### src/rtl/txbd_pkg.sv
package txbd_pkg;

    // Status word bit positions (software and the engine decode these)
    localparam int RDY_BIT  = 15;
    localparam int IRQ_BIT  = 14;
    localparam int WRAP_BIT = 13;
    localparam int PAD_BIT  = 12;
    localparam int CRC_BIT  = 11;
    localparam int LEN_LSB  = 16;
    localparam int LEN_W    = 16;
    localparam int WORD_W   = 32;
    localparam int DESC_BYTES = 8;
    localparam int PTR_OFFSET = 4;

    typedef enum logic [3:0] {
        ST_OFF,
        ST_RD_STAT,
        ST_POLL_WAIT,
        ST_RD_PTR,
        ST_LAUNCH,
        ST_IN_FLIGHT,
        ST_WRITE_BACK,
        ST_RETIRE,
        ST_FAULT
    } walk_state_e;

endpackage

### src/rtl/txbd_ring_index.sv
module txbd_ring_index
    import txbd_pkg::*;
#(
    parameter logic [31:0] RING_BASE = 32'h0000_0000,
    parameter int          IDX_W     = 7
) (
    input  logic        clk,
    input  logic        rst_n,
    input  logic        advance,
    input  logic        wrap_last,
    output logic [31:0] stat_addr,
    output logic [31:0] ptr_addr
);

    localparam int SHIFT = $clog2(DESC_BYTES);

    logic [IDX_W-1:0] idx;

    always_ff @(posedge clk) begin
        if (!rst_n) begin
            idx <= '0;
        end else if (advance) begin
            if (wrap_last) begin
                idx <= '0;
            end else begin
                idx <= idx + 1'b1;
            end
        end
    end

    always_comb begin
        stat_addr = RING_BASE + (32'(idx) << SHIFT);
        ptr_addr  = stat_addr + 32'(PTR_OFFSET);
    end

    // a release without the last-slot mark moves one slot further on
    p_step_r6: assert property (@(posedge clk) disable iff (!rst_n)
        (advance && !wrap_last && (idx != '1)) |=>
            (stat_addr == $past(stat_addr) + 32'(DESC_BYTES)));

    // a release of the last slot returns to the ring base
    p_wrap_base_r6: assert property (@(posedge clk) disable iff (!rst_n)
        (advance && wrap_last) |=> (stat_addr == RING_BASE));

endmodule

### src/rtl/txbd_poll_timer.sv
module txbd_poll_timer #(
    parameter int POLL_GAP = 16
) (
    input  logic clk,
    input  logic rst_n,
    input  logic load,
    output logic expire
);

    localparam int CNT_W = (POLL_GAP < 2) ? 1 : $clog2(POLL_GAP + 1);
    localparam logic [CNT_W-1:0] RELOAD = CNT_W'(POLL_GAP - 1);

    logic [CNT_W-1:0] cnt;

    always_ff @(posedge clk) begin
        if (!rst_n) begin
            cnt <= '0;
        end else if (load) begin
            cnt <= RELOAD;
        end else if (cnt != '0) begin
            cnt <= cnt - 1'b1;
        end
    end

    assign expire = (cnt == '0);

    initial begin
        if (POLL_GAP < 1) $error("POLL_GAP must be at least 1");
    end

endmodule

### src/rtl/txbd_walk_fsm.sv
module txbd_walk_fsm
    import txbd_pkg::*;
(
    input  logic              clk,
    input  logic              rst_n,
    input  logic              enable,
    input  logic [WORD_W-1:0] bus_rdata,
    input  logic              bus_ack,
    input  logic              bus_err,
    input  logic [31:0]       stat_addr,
    input  logic [31:0]       ptr_addr,
    input  logic              tx_done,
    input  logic              poll_expire,
    output logic              bus_req,
    output logic              bus_we,
    output logic [31:0]       bus_addr,
    output logic [WORD_W-1:0] bus_wdata,
    output logic              tx_start,
    output logic [WORD_W-1:0] tx_buf_ptr,
    output logic [LEN_W-1:0]  tx_len,
    output logic              tx_irq_req,
    output logic              tx_pad,
    output logic              tx_crc,
    output logic              done_pulse,
    output logic              fault,
    output logic              advance,
    output logic              wrap_last,
    output logic              poll_load
);

    walk_state_e state, nxt;
    logic [WORD_W-1:0] status_q;
    logic [WORD_W-1:0] ptr_q;

    // State register
    always_ff @(posedge clk) begin
        if (!rst_n) begin
            state <= ST_OFF;
        end else begin
            state <= nxt;
        end
    end

    // Latched descriptor words
    always_ff @(posedge clk) begin
        if (!rst_n) begin
            status_q <= '0;
            ptr_q    <= '0;
        end else begin
            if (state == ST_RD_STAT && bus_ack) status_q <= bus_rdata;
            if (state == ST_RD_PTR  && bus_ack) ptr_q    <= bus_rdata;
        end
    end

    // Next-state logic
    always_comb begin
        nxt = state;
        unique case (state)
            ST_OFF: begin
                if (enable) nxt = ST_RD_STAT;
            end
            ST_RD_STAT: begin
                if (bus_err)                nxt = ST_FAULT;
                else if (bus_ack)           nxt = bus_rdata[RDY_BIT] ? ST_RD_PTR : ST_POLL_WAIT;
            end
            ST_POLL_WAIT: begin
                if (!enable)                nxt = ST_OFF;
                else if (poll_expire)       nxt = ST_RD_STAT;
            end
            ST_RD_PTR: begin
                if (bus_err)                nxt = ST_FAULT;
                else if (bus_ack)           nxt = ST_LAUNCH;
            end
            ST_LAUNCH:                      nxt = ST_IN_FLIGHT;
            ST_IN_FLIGHT: begin
                if (tx_done)                nxt = ST_WRITE_BACK;
            end
            ST_WRITE_BACK: begin
                if (bus_err)                nxt = ST_FAULT;
                else if (bus_ack)           nxt = ST_RETIRE;
            end
            ST_RETIRE:                      nxt = enable ? ST_RD_STAT : ST_OFF;
            ST_FAULT: begin
                if (!enable)                nxt = ST_OFF;
            end
            default:                        nxt = ST_OFF;
        endcase
    end

    // Outputs
    always_comb begin
        bus_req    = 1'b0;
        bus_we     = 1'b0;
        bus_addr   = stat_addr;
        bus_wdata  = status_q & ~(WORD_W'(1) << RDY_BIT);
        tx_start   = 1'b0;
        tx_buf_ptr = ptr_q;
        tx_len     = status_q[LEN_LSB +: LEN_W];
        tx_irq_req = status_q[IRQ_BIT];
        tx_pad     = status_q[PAD_BIT];
        tx_crc     = status_q[CRC_BIT];
        done_pulse = 1'b0;
        fault      = 1'b0;
        advance    = 1'b0;
        wrap_last  = status_q[WRAP_BIT];
        poll_load  = 1'b0;
        unique case (state)
            ST_OFF:        ;
            ST_RD_STAT: begin
                bus_req   = 1'b1;
                poll_load = bus_ack && !bus_rdata[RDY_BIT];
            end
            ST_POLL_WAIT:  ;
            ST_RD_PTR: begin
                bus_req  = 1'b1;
                bus_addr = ptr_addr;
            end
            ST_LAUNCH:     tx_start = 1'b1;
            ST_IN_FLIGHT:  ;
            ST_WRITE_BACK: begin
                bus_req = 1'b1;
                bus_we  = 1'b1;
            end
            ST_RETIRE: begin
                advance    = 1'b1;
                done_pulse = status_q[IRQ_BIT];
            end
            ST_FAULT:      fault = 1'b1;
            default:       ;
        endcase
    end

    // an outstanding access keeps its request, address, direction and data
    p_req_hold_r9: assert property (@(posedge clk) disable iff (!rst_n)
        (bus_req && !bus_ack && !bus_err) |=>
            (bus_req && $stable(bus_addr) && $stable(bus_we) && $stable(bus_wdata)));

    // start lasts a single cycle
    p_start_single_r4: assert property (@(posedge clk) disable iff (!rst_n)
        tx_start |=> !tx_start);

    // frame fields held while the engine works
    p_fields_hold_r4: assert property (@(posedge clk) disable iff (!rst_n)
        (tx_start || (state == ST_IN_FLIGHT && !tx_done)) |=>
            ($stable(tx_buf_ptr) && $stable(tx_len) && $stable(tx_pad) && $stable(tx_crc)));

    // a written status word never claims hardware ownership
    p_wb_released_r5: assert property (@(posedge clk) disable iff (!rst_n)
        (bus_req && bus_we) |-> !bus_wdata[RDY_BIT]);

    // completion notice is a single-cycle pulse
    p_done_single_r7: assert property (@(posedge clk) disable iff (!rst_n)
        done_pulse |=> !done_pulse);

    // a halted walker is silent
    p_fault_silent_r8: assert property (@(posedge clk) disable iff (!rst_n)
        fault |-> (!bus_req && !tx_start));

    // the halt persists while enable stays high
    p_fault_sticky_r8: assert property (@(posedge clk) disable iff (!rst_n)
        (fault && enable) |=> fault);

    // disabled walker issues no request
    p_off_silent_r10: assert property (@(posedge clk) disable iff (!rst_n)
        (state == ST_OFF) |-> !bus_req);

endmodule

### src/rtl/txbd_ring_walker.sv
module txbd_ring_walker
    import txbd_pkg::*;
#(
    parameter logic [31:0] RING_BASE = 32'h0000_1000,
    parameter int          IDX_W     = 7,
    parameter int          POLL_GAP  = 16
) (
    input  logic        clk,
    input  logic        rst_n,
    input  logic        enable,
    output logic        bus_req,
    output logic        bus_we,
    output logic [31:0] bus_addr,
    output logic [31:0] bus_wdata,
    input  logic [31:0] bus_rdata,
    input  logic        bus_ack,
    input  logic        bus_err,
    output logic        tx_start,
    output logic [31:0] tx_buf_ptr,
    output logic [15:0] tx_len,
    output logic        tx_irq_req,
    output logic        tx_pad,
    output logic        tx_crc,
    input  logic        tx_done,
    output logic        done_pulse,
    output logic        fault
);

    logic [31:0] stat_addr;
    logic [31:0] ptr_addr;
    logic        advance;
    logic        wrap_last;
    logic        poll_load;
    logic        poll_expire;

    txbd_ring_index #(
        .RING_BASE (RING_BASE),
        .IDX_W     (IDX_W)
    ) index_i (
        .clk       (clk),
        .rst_n     (rst_n),
        .advance   (advance),
        .wrap_last (wrap_last),
        .stat_addr (stat_addr),
        .ptr_addr  (ptr_addr)
    );

    txbd_poll_timer #(
        .POLL_GAP (POLL_GAP)
    ) timer_i (
        .clk    (clk),
        .rst_n  (rst_n),
        .load   (poll_load),
        .expire (poll_expire)
    );

    txbd_walk_fsm fsm_i (
        .clk         (clk),
        .rst_n       (rst_n),
        .enable      (enable),
        .bus_rdata   (bus_rdata),
        .bus_ack     (bus_ack),
        .bus_err     (bus_err),
        .stat_addr   (stat_addr),
        .ptr_addr    (ptr_addr),
        .tx_done     (tx_done),
        .poll_expire (poll_expire),
        .bus_req     (bus_req),
        .bus_we      (bus_we),
        .bus_addr    (bus_addr),
        .bus_wdata   (bus_wdata),
        .tx_start    (tx_start),
        .tx_buf_ptr  (tx_buf_ptr),
        .tx_len      (tx_len),
        .tx_irq_req  (tx_irq_req),
        .tx_pad      (tx_pad),
        .tx_crc      (tx_crc),
        .done_pulse  (done_pulse),
        .fault       (fault),
        .advance     (advance),
        .wrap_last   (wrap_last),
        .poll_load   (poll_load)
    );

endmodule

### config.mk
export PLATFORM = sky130hd
export DESIGN_NAME = txbd_ring_walker
export DESIGN_NICKNAME = d
export VERILOG_FILES = /design/src/rtl/txbd_pkg.sv /design/src/rtl/txbd_ring_index.sv /design/src/rtl/txbd_poll_timer.sv /design/src/rtl/txbd_walk_fsm.sv /design/src/rtl/txbd_ring_walker.sv
export SDC_FILE = /design/constraint.sdc
export NUM_CORES = 1
export LEC_CHECK = 0
export ABC_AREA = 0
export BUFFER_PORTS_ARGS = -buffer_cell sky130_fd_sc_hd__clkbuf_2
export CAP_MARGIN = 5
export CORE_ASPECT_RATIO = 1.4
export CORE_UTILIZATION = 47
export DETAILED_ROUTE_END_ITERATION = 6
export HOLD_SLACK_MARGIN = 0.03
export PLACE_DENSITY = 0.8
export SETUP_SLACK_MARGIN = 0.3
export SYNTH_ARGS = -nofsm -noshare
export SYNTH_HDL_FRONTEND = slang
export SYNTH_SLANG_ARGS = --single-unit
### constraint.sdc
create_clock -name clk -period 2.6 [get_ports clk]
set_input_delay 0.26 -clock clk [delete_from_list [all_inputs] [get_ports clk]]
set_output_delay 0.26 -clock clk [all_outputs]
set_load 0.02 [all_outputs]
After elaboration in Yosys (flattened, before gate mapping)
Cells that the tools add are included.
Storage, ports and cells
  output and inout bits: 120
  register bits after elaboration: 80
Cells by class
  bitwise logic cells: 1
  equality and inequality tests: 15
  $add $sub $neg: 4
  reduce and logical (&&, ||, !) cells: 11
  mux-type cells: 25
Operators with widths (count)
  $mux W4: 13
  $pmux W4 S9: 1
  $add A32 B3 Y32 const B: 1
  $mux W32: 1
  $eq A4 B3 Y1 const B: 4
  $add A13 B10 Y14 const A: 1
  $mux W1: 9
  $ne A3 B3 Y1 const B: 3
  $eq A4 B2 Y1 const B: 2
  $add A7 B1 Y7 const B: 1
  $mux W7: 1
  $reduce_and A7 Y1: 1
  $ne A2 B2 Y1 const B: 3
  $logic_not A5 Y1: 1
  $reduce_bool A5 Y1: 1
  $sub A5 B1 Y5 const B: 1
  $eq A4 B1 Y1 const B: 1
  $eq A4 B4 Y1 const B: 1
  $logic_not A4 Y1: 1
  $logic_and A1 B1 Y1: 3
  $ne A3 B2 Y1 const B: 1
  $reduce_or A3 Y1: 1
  $reduce_bool A2 Y1: 1
  $reduce_or A2 Y1: 1
  2 further kinds: 2

Depth between registers and ports, before layout
Gate-level depths: netlist of the first run.
  depth after elaboration: 4
  mapped depth: 7

Cells and area by module
Synthesis of the first run repeated with hierarchy kept, for this count alone.
Second synthesis, totals
  cells, all modules: 512
  area total of the unflattened synthesis: 4334.2 µm²
Modules (own cells, without submodules)
  txbd_walk_fsm: area each 3306.9 µm², times used 1, cells each 392
  txbd_ring_index: area each 750.7 µm², times used 1, cells each 93
  txbd_poll_timer: area each 276.5 µm², times used 1, cells each 27

Worst setup path before layout of the first run
No wires, ideal clock.
  path kind: reg2reg
  from: register timer_i.cnt[0]
  to: register fsm_i.state[3]
  library setup time: 0.115 ns
  data arrival time: 2.003 ns
  setup slack: 0.482 ns
  buffers on the path: 1
  cell stages (with the launch flop): 8
  required time: 2.485 ns
  clock period less this slack: 2.118 ns
  path through: dfxtp_1 inv_1 ha_1 or4b_4 buf_6 a41o_1 a221o_1 a31o_1
On the way
  longest elaborated chain between the ends: 3
RTL lines
  from (decl): line txbd_poll_timer.sv:13  | logic [CNT_W-1:0] cnt;
  from (signal assigned): line txbd_poll_timer.sv:21  | cnt <= cnt - 1'b1;
  $logic_not A5 Y1: line txbd_poll_timer.sv:25  | assign expire = (cnt == '0);
  $ne A3 B2 Y1 (no line)
  $reduce_and A7 Y1 (no line)
  to (signal assigned): line txbd_walk_fsm.sv:40  | state <= nxt;
  to (decl): line txbd_walk_fsm.sv:31  | walk_state_e state, nxt;
No other way between the ends.
A chain may end at the register's enable or synchronous reset.

Worst setup path in the final report of the first run
Ends and elaborated chain as after synthesis.

==> impl_metrics.xml, run 1 <==
<?xml version="1.0" encoding="UTF-8"?>
<metrics>
  <group name="sta">
    <metric name="period_needed" unit="ps">2160</metric>
    <metric name="minimum_hold_slack" unit="ps">149</metric>
    <metric name="slew_violations" unit="">0</metric>
    <metric name="final_hold_violations" unit="">0</metric>
    <metric name="clock_skew" unit="ps">5.17</metric>
    <metric name="achievable-frequency" unit="MHz">463</metric>
    <metric name="setup-violations-final" unit="">0</metric>
    <metric name="worst_slew_margin_rel" unit="%">66.2</metric>
    <metric name="final_critical_path_setup_slack" unit="ps">439</metric>
    <metric name="final.period_utilization" unit="%">83.1</metric>
    <metric name="worst_slew_pin_slew" unit="ps">506</metric>
    <metric name="rsz0062_at_grt" unit="">no</metric>
    <metric name="tns" unit="ps">0</metric>
  </group>
  <group name="logic_synthesis">
    <metric name="synth-seq-area-share" unit="%">44.2</metric>
    <metric name="postSynth.topFlopCell" unit="">sky130_fd_sc_hd__dfxtp_1</metric>
    <metric name="synth_edf_count" unit="">0</metric>
    <metric name="syn_area" unit="um^2">3570</metric>
    <metric name="yosysWarnings" unit="">0</metric>
    <metric name="synth.distinct_cells" unit="">40</metric>
    <metric name="postSynthCellCount" unit="">434</metric>
    <metric name="synth_seq_cells" unit="">79</metric>
    <metric name="mean_post_synth_cell_area" unit="um^2">8.24</metric>
    <metric name="ys_async_sr_fraction" unit="%">0</metric>
  </group>
  <group name="worst_setup_path">
    <metric name="critical_path_required" unit="ps">2840</metric>
    <metric name="cp.arrival" unit="ps">2400</metric>
    <metric name="worst-r2r-setup-slack" unit="ps">440</metric>
    <metric name="cp_num_buf_inv" unit="">1</metric>
    <metric name="timing.setup.critical_path_class" unit="">flip-flop to flip-flop</metric>
    <metric name="worstSetupEndpointType" unit="">flip-flop</metric>
    <metric name="origin_of_the_critical_flop_to_flop_path" unit="">timer_i.cnt[0]$_SDFFE_PN0P_</metric>
    <metric name="timing.critical_path.fanout_max" unit="">6</metric>
    <metric name="timing.critical_path.slowest_cell_delay" unit="ps">530</metric>
    <metric name="r2r_end" unit="">fsm_i.state[3]$_SDFFE_PN0P_</metric>
    <metric name="cp_cell_sequence" unit="">inv_1 -&gt; ha_1 -&gt; or4b_4 -&gt; a41o_1 -&gt; a221o_1 -&gt; a31o_1</metric>
    <metric name="worst-r2r-cell-count" unit="">6</metric>
    <metric name="critical-path-top-delay-family" unit="">compound AO/OA/AOI/OAI gates</metric>
    <metric name="start_kind" unit="">flip-flop</metric>
    <metric name="highest_delay_cell_along_the_critical_path" unit="">sky130_fd_sc_hd__or4b_4</metric>
  </group>
  <group name="grt">
    <metric name="first_global_vias" unit="">2774</metric>
    <metric name="grt_first_pass_wirelength" unit="um">12600</metric>
    <metric name="grt_start_max_net_pins" unit="">40</metric>
    <metric name="overflow" unit="">0</metric>
    <metric name="grt_antenna_before_repair" unit="">0</metric>
    <metric name="groute.usage.overall" unit="%">20.8</metric>
  </group>
  <group name="min_path">
    <metric name="worstHoldPathCells" unit="">3</metric>
    <metric name="worstHoldStart" unit="">bus_rdata[12]</metric>
    <metric name="timing.hold.worst_endpoint" unit="">fsm_i.tx_buf_ptr[12]$_SDFFE_PN0P_</metric>
    <metric name="min-delay-path-class" unit="">input port to flip-flop</metric>
  </group>
  <group name="clock_tree">
    <metric name="post_cts.repair.setup_buffers" unit="">0</metric>
    <metric name="holdBufCountCts" unit="">0</metric>
    <metric name="cts.clk_slew.worst_paths" unit="ps">70</metric>
    <metric name="cts_tree" unit="">built</metric>
    <metric name="post_cts.resized_instances" unit="">0</metric>
    <metric name="cts_inserted_buffers" unit="">9</metric>
    <metric name="clock_tree.buffer_depth" unit="">2</metric>
    <metric name="tritoncts_num_sinks" unit="">79</metric>
    <metric name="worst_skew_pair.late_latency" unit="ps">340</metric>
    <metric name="htree_num_levels" unit="">3</metric>
    <metric name="clk_root_buffer_cell" unit="">sky130_fd_sc_hd__clkbuf_8</metric>
  </group>
  <group name="floorplanning">
    <metric name="floorplan.initialDensity" unit="%">48.6</metric>
    <metric name="io_pins" unit="">158</metric>
    <metric name="design.core.area" unit="um^2">7360</metric>
    <metric name="num_rows" unit="">37</metric>
    <metric name="die_area" unit="um^2">7960</metric>
    <metric name="die_w" unit="um">75.7</metric>
    <metric name="floorplan_die_height" unit="um">105</metric>
  </group>
  <group name="job">
    <metric name="max_cap_violations" unit="">0</metric>
  </group>
  <group name="finish">
    <metric name="antennaDiodeCount" unit="">0</metric>
    <metric name="layout.cells.most_common_list" unit="">136 x sky130_fd_sc_hd__nand2_1, 132 x sky130_fd_sc_hd__clkbuf_2, 79 x sky130_fd_sc_hd__dfxtp_1</metric>
    <metric name="most_common_cell_after_layout_fill_and_taps_aside" unit="">sky130_fd_sc_hd__nand2_1</metric>
    <metric name="finalNetCount" unit="">575</metric>
    <metric name="syn2layout_area_growth" unit="%">18.3</metric>
    <metric name="final_layout_size_suffix_gt1_share" unit="%">28.3</metric>
    <metric name="finalInstanceArea" unit="um^2">4230</metric>
  </group>
  <group name="routing">
    <metric name="drt_iter0_markers" unit="">171</metric>
    <metric name="detail_route.first_pass.iterations" unit="">4</metric>
    <metric name="num_vias" unit="">3079</metric>
    <metric name="drt-vias-per-instance" unit="">4.83</metric>
    <metric name="detail_route.wirelength" unit="um">7860</metric>
    <metric name="drcViolationCount" unit="">0</metric>
    <metric name="wl_per_cell" unit="um">12.3</metric>
    <metric name="detail-route-antenna-nets" unit="">0</metric>
  </group>
  <group name="outcome">
    <metric name="status" unit="">finished clean</metric>
  </group>
  <group name="power_and_ir_drop">
    <metric name="leakage" unit="nW">1.89</metric>
    <metric name="power.density_cell_area" unit="nW/um^2">747</metric>
    <metric name="ir_drop" unit="mV">0.519</metric>
  </group>
  <group name="placed_design">
    <metric name="port_buffers" unit="">132</metric>
    <metric name="place_area" unit="um^2">4060</metric>
    <metric name="place.detailed.hpwl" unit="um">5660</metric>
    <metric name="globalplace.congestion" unit="">0.808</metric>
    <metric name="dpl_worst_slack" unit="ps">449</metric>
  </group>
</metrics>
[worst reg2reg max path: stages, from the launching register on]
cell,delay (ps)
sky130_fd_sc_hd__dfxtp_1,310
sky130_fd_sc_hd__inv_1,80
sky130_fd_sc_hd__ha_1,210
sky130_fd_sc_hd__or4b_4,530
sky130_fd_sc_hd__a41o_1,270
sky130_fd_sc_hd__a221o_1,420
sky130_fd_sc_hd__a31o_1,240
[synthesized netlist by cell type (all sizes together) (2+ instances only)]
master	number	area, um^2
a21boi	63	473
a21oi	3	15.0
and3	4	25.0
and4	2	17.5
buf	46	349
clkbuf	27	101
conb	2	7.51
dfxtp	79	1580
ha	2	25.0
inv	4	15.0
mux2i	5	50.1
nand2	136	510
nand2b	7	43.8
nand4	4	25.0
nor2	14	52.6
nor2b	2	12.5
nor3	2	10.0
nor4b	2	17.5
o21a	4	30.0
o21ai	2	10.0
o22ai	2	12.5
or4b	2	23.8
xnor2	2	17.5
xor2	5	43.8
[layout make-up]
type | count | area, um^2
Tap cell | 97 | 121
Multi-Input combinational cell | 301 | 1620
Timing Repair Buffer | 140 | 721
Sequential cell | 79 | 1580
Inverter | 4 | 15.0
Clock buffer | 16 | 170
Fill cell | 706 | 3130
[power breakdown]
group | internal (mW) | switching [mW] | total (mW)
registers | 1.33 | 0.122 | 1.45
clock network | 0.402 | 0.403 | 0.806
logic | 0.335 | 0.568 | 0.903
[routing by layer]
metal / vias to the layer above / part of all wire (%) / global-route usage (%)
li1: 1542 / - / -
met1: 1419 / 42 / 23.7
met2: 102 / 50 / 34.6
met3: 16 / 6.1 / 6.36
met4: 0 / 2.4 / 9.26
met5: - / 0 / 0
[worst max path at each step]
stage / from / to / slack, ps / cells after the start
6_report: timer_i.cnt[0]$_SDFFE_PN0P_ / fsm_i.state[3]$_SDFFE_PN0P_ / 440 / 6
5_1_grt: fsm_i.state[0]$_SDFFE_PN0P_ / done_pulse / 320 / 3
4_1_cts: timer_i.cnt[0]$_SDFFE_PN0P_ / fsm_i.state[3]$_SDFFE_PN0P_ / 440 / 6
3_5_place_dp: timer_i.cnt[0]$_SDFFE_PN0P_ / fsm_i.state[3]$_SDFFE_PN0P_ / 450 / 6
3_3_place_gp: timer_i.cnt[0]$_SDFFE_PN0P_ / fsm_i.state[3]$_SDFFE_PN0P_ / 500 / 6
2_1_floorplan: timer_i.cnt[0]$_SDFFE_PN0P_ / fsm_i.state[3]$_SDFFE_PN0P_ / 480 / 7
[per-stage QoR]
step                total power, mW  std cells  utilization (%)
floorplan                      2.20        457                -
global placement               2.36        621             55.1
detailed placement             2.39        621             55.1
CTS                            3.20        637             57.5
global route                   3.35        637             57.5
finish                         3.16        637             57.5
[registers in the layout (all words and copies together) (netlist names)]
name and count:
fsm_i.tx_buf_ptr 32, fsm_i.status_q 31, index_i.idx 7, timer_i.cnt 5, fsm_i.state 4
[cells by family after synthesis]
group,count (synthesis),share of synthesized area (%)
and+or+nand+nor,181,21.9
AOI/OAI and AO/OA,81,16.8
DFF,79,44.2
buffers and inverters,77,13.0
xor gates and xnor gates,7,1.72
muxes,5,1.40
adders and majority gates,2,0.700
other,2,0.210
Power figures use the tool's default switching activity.
==> inputs of run 2 (changes only) <==
--- a/config.mk
+++ b/config.mk
@@ -9,10 +9,10 @@
 export BUFFER_PORTS_ARGS = -buffer_cell sky130_fd_sc_hd__clkbuf_2
 export CAP_MARGIN = 5
 export CORE_ASPECT_RATIO = 1.4
-export CORE_UTILIZATION = 47
+export CORE_UTILIZATION = 43
 export DETAILED_ROUTE_END_ITERATION = 6
 export HOLD_SLACK_MARGIN = 0.03
-export PLACE_DENSITY = 0.8
+export PLACE_DENSITY = 0.77
 export SETUP_SLACK_MARGIN = 0.3
 export SYNTH_ARGS = -nofsm -noshare
 export SYNTH_HDL_FRONTEND = slang
==> constraint.sdc (replaced) <==
create_clock -name clk -period 1.81 [get_ports clk]
set_input_delay 0.181 -clock clk [delete_from_list [all_inputs] [get_ports clk]]
set_output_delay 0.181 -clock clk [all_outputs]
set_load 0.02 [all_outputs]
==> run 2 against run 1 <==
Final cell count up 2.5%. Worst hold slack worse by 67 ps. Non-clock buffer count up 11. Via count up 3.8%. Global-route usage down 1.6 points. Critical path type unchanged. First-iteration DRC count down 30%. Largest power group unchanged. Utilization down 1.8 points. Largest cell class unchanged. The flow now finishes with violations (setup timing). Critical path depth unchanged.
==> impl_metrics.xml, run 2 (same netlist as run 1, synthesis figures left out) <==
<?xml version="1.0" encoding="UTF-8"?>
<metrics>
  <group name="outcome">
    <metric name="status" unit="">complete, but fails checks</metric>
    <metric name="failed_checks" unit="">setup timing</metric>
  </group>
  <group name="clock_tree">
    <metric name="cts_tree" unit="">built</metric>
    <metric name="htree_num_levels" unit="">3</metric>
    <metric name="cts_inserted_buffers" unit="">9</metric>
    <metric name="clock_tree.buffer_depth" unit="">2</metric>
    <metric name="tritoncts_num_sinks" unit="">79</metric>
    <metric name="worst_skew_pair.late_latency" unit="ps">330</metric>
    <metric name="clk_root_buffer_cell" unit="">sky130_fd_sc_hd__clkbuf_16</metric>
    <metric name="holdBufCountCts" unit="">0</metric>
    <metric name="cts.clk_slew.worst_paths" unit="ps">70</metric>
  </group>
  <group name="floorplanning">
    <metric name="floorplan.initialDensity" unit="%">44.1</metric>
    <metric name="design.core.area" unit="um^2">8100</metric>
    <metric name="io_pins" unit="">158</metric>
    <metric name="floorplan_die_height" unit="um">110</metric>
    <metric name="num_rows" unit="">39</metric>
    <metric name="die_w" unit="um">79.1</metric>
    <metric name="die_area" unit="um^2">8690</metric>
  </group>
  <group name="finish">
    <metric name="most_common_cell_after_layout_fill_and_taps_aside" unit="">sky130_fd_sc_hd__nand2_1</metric>
    <metric name="antennaDiodeCount" unit="">0</metric>
    <metric name="finalInstanceArea" unit="um^2">4510</metric>
    <metric name="layout.cells.most_common_list" unit="">135 x sky130_fd_sc_hd__nand2_1, 132 x sky130_fd_sc_hd__clkbuf_2, 74 x sky130_fd_sc_hd__dfxtp_1</metric>
    <metric name="largest_register_ff_count" unit="">32</metric>
    <metric name="syn2layout_area_growth" unit="%">26.2</metric>
    <metric name="postLayoutCoreUtil" unit="%">55.7</metric>
    <metric name="layout.cells.non_filler" unit="">653</metric>
    <metric name="finalNetCount" unit="">586</metric>
    <metric name="final_layout_size_suffix_gt1_share" unit="%">33.0</metric>
  </group>
  <group name="sta">
    <metric name="slew_violations" unit="">0</metric>
    <metric name="final_critical_path_setup_slack" unit="ps">-39.4</metric>
    <metric name="final.period_utilization" unit="%">102</metric>
    <metric name="final_hold_violations" unit="">0</metric>
    <metric name="worst_slew_pin_slew" unit="ps">603</metric>
    <metric name="period_needed" unit="ps">1850</metric>
    <metric name="tns" unit="ps">-63.6</metric>
    <metric name="minimum_hold_slack" unit="ps">82.0</metric>
    <metric name="setup-violations-final" unit="">3</metric>
    <metric name="achievable-frequency" unit="MHz">541</metric>
    <metric name="worst_slew_margin_rel" unit="%">59.8</metric>
    <metric name="clock_skew" unit="ps">7.95</metric>
    <metric name="rsz0062_at_grt" unit="">yes</metric>
  </group>
  <group name="placed_design">
    <metric name="port_buffers" unit="">132</metric>
    <metric name="dpl_worst_slack" unit="ps">-56.9</metric>
    <metric name="placedCellCount" unit="">633</metric>
    <metric name="place_area" unit="um^2">4180</metric>
    <metric name="place.detailed.hpwl" unit="um">5870</metric>
    <metric name="globalplace.congestion" unit="">0.851</metric>
  </group>
  <group name="worst_setup_path">
    <metric name="cp.arrival" unit="ps">2070</metric>
    <metric name="timing.critical_path.fanout_max" unit="">4</metric>
    <metric name="worstSetupEndpointType" unit="">flip-flop</metric>
    <metric name="worst-r2r-cell-count" unit="">6</metric>
    <metric name="critical_path_required" unit="ps">2030</metric>
    <metric name="start_kind" unit="">flip-flop</metric>
    <metric name="timing.setup.critical_path_class" unit="">flip-flop to flip-flop</metric>
  </group>
  <group name="power_and_ir_drop">
    <metric name="p_total" unit="mW">5.33</metric>
    <metric name="power.density_cell_area" unit="nW/um^2">1180</metric>
    <metric name="leakage" unit="nW">2.01</metric>
    <metric name="ir_drop" unit="mV">0.561</metric>
  </group>
  <group name="min_path">
    <metric name="min-delay-path-class" unit="">input port to flip-flop</metric>
    <metric name="worstHoldPathCells" unit="">3</metric>
  </group>
  <group name="job">
    <metric name="max_cap_violations" unit="">0</metric>
  </group>
  <group name="grt">
    <metric name="first_global_vias" unit="">2957</metric>
    <metric name="overflow" unit="">0</metric>
    <metric name="grt_start_max_net_pins" unit="">44</metric>
    <metric name="grt_first_pass_wirelength" unit="um">13000</metric>
    <metric name="grt_antenna_before_repair" unit="">0</metric>
    <metric name="groute.usage.overall" unit="%">19.1</metric>
  </group>
  <group name="routing">
    <metric name="detail_route.wirelength" unit="um">8280</metric>
    <metric name="num_vias" unit="">3195</metric>
    <metric name="detail-route-antenna-nets" unit="">0</metric>
    <metric name="drcViolationCount" unit="">0</metric>
    <metric name="drt_iter0_markers" unit="">119</metric>
    <metric name="wl_per_cell" unit="um">12.7</metric>
    <metric name="detail_route.first_pass.iterations" unit="">4</metric>
    <metric name="drt-vias-per-instance" unit="">4.89</metric>
  </group>
</metrics>
## run 2: area by class of cell
class                      count  area (um^2)
fill                         791         3590
inverter                       4         15.0
sequential                    79         1590
clock buffer                   9          225
timing repair buffer         151          845
tap                          102          128
multi-input combinational    301         1660
clock inverter                 7         55.1
## run 2: timing repair
action,4_1_cts,5_1_grt
endpoints found under the setup margin,84,85
gates resized for setup,5,5
buffers inserted,3,1
## run 2: path summary, 6_finish.rpt
check,start,end,slack [ps]
worst min-delay path,bus_rdata[28],fsm_i.tx_buf_ptr[28]$_SDFFE_PN0P_,80
worst max register to register,timer_i.cnt[1]$_SDFFE_PN0P_,fsm_i.state[3]$_SDFFE_PN0P_,-40
worst max-delay path,timer_i.cnt[1]$_SDFFE_PN0P_,fsm_i.state[3]$_SDFFE_PN0P_,-40
worst min register to register,fsm_i.tx_buf_ptr[22]$_SDFFE_PN0P_,fsm_i.tx_buf_ptr[22]$_SDFFE_PN0P_,450
## run 2: routing by layer
metal / track usage (%) / wire [um] / share of wire (%) / up-vias
met1: 20.4 / 3340 / 40 / 1477
met4: 9.22 / 169 / 2.0 / 0
met2: 35.9 / 4280 / 52 / 133
li1: - / - / - / 1570
met3: 3.49 / 491 / 5.9 / 15
met5: 0 / 0 / 0 / -
## run 2: critical path, cell delays in order (launching register included)
cell                      delay (ps)
sky130_fd_sc_hd__dfxtp_2         320
sky130_fd_sc_hd__inv_2            60
sky130_fd_sc_hd__ha_4            130
sky130_fd_sc_hd__or4b_4          450
sky130_fd_sc_hd__a41o_1          200
sky130_fd_sc_hd__a221o_1         390
sky130_fd_sc_hd__a31o_1          200
## run 2: power by group
part	leakage (nW)	total [mW]	internal (mW)	switching, mW
clock network	0.138	1.66	0.944	0.712
registers	0.642	2.10	1.92	0.177
logic	1.23	1.58	0.675	0.902
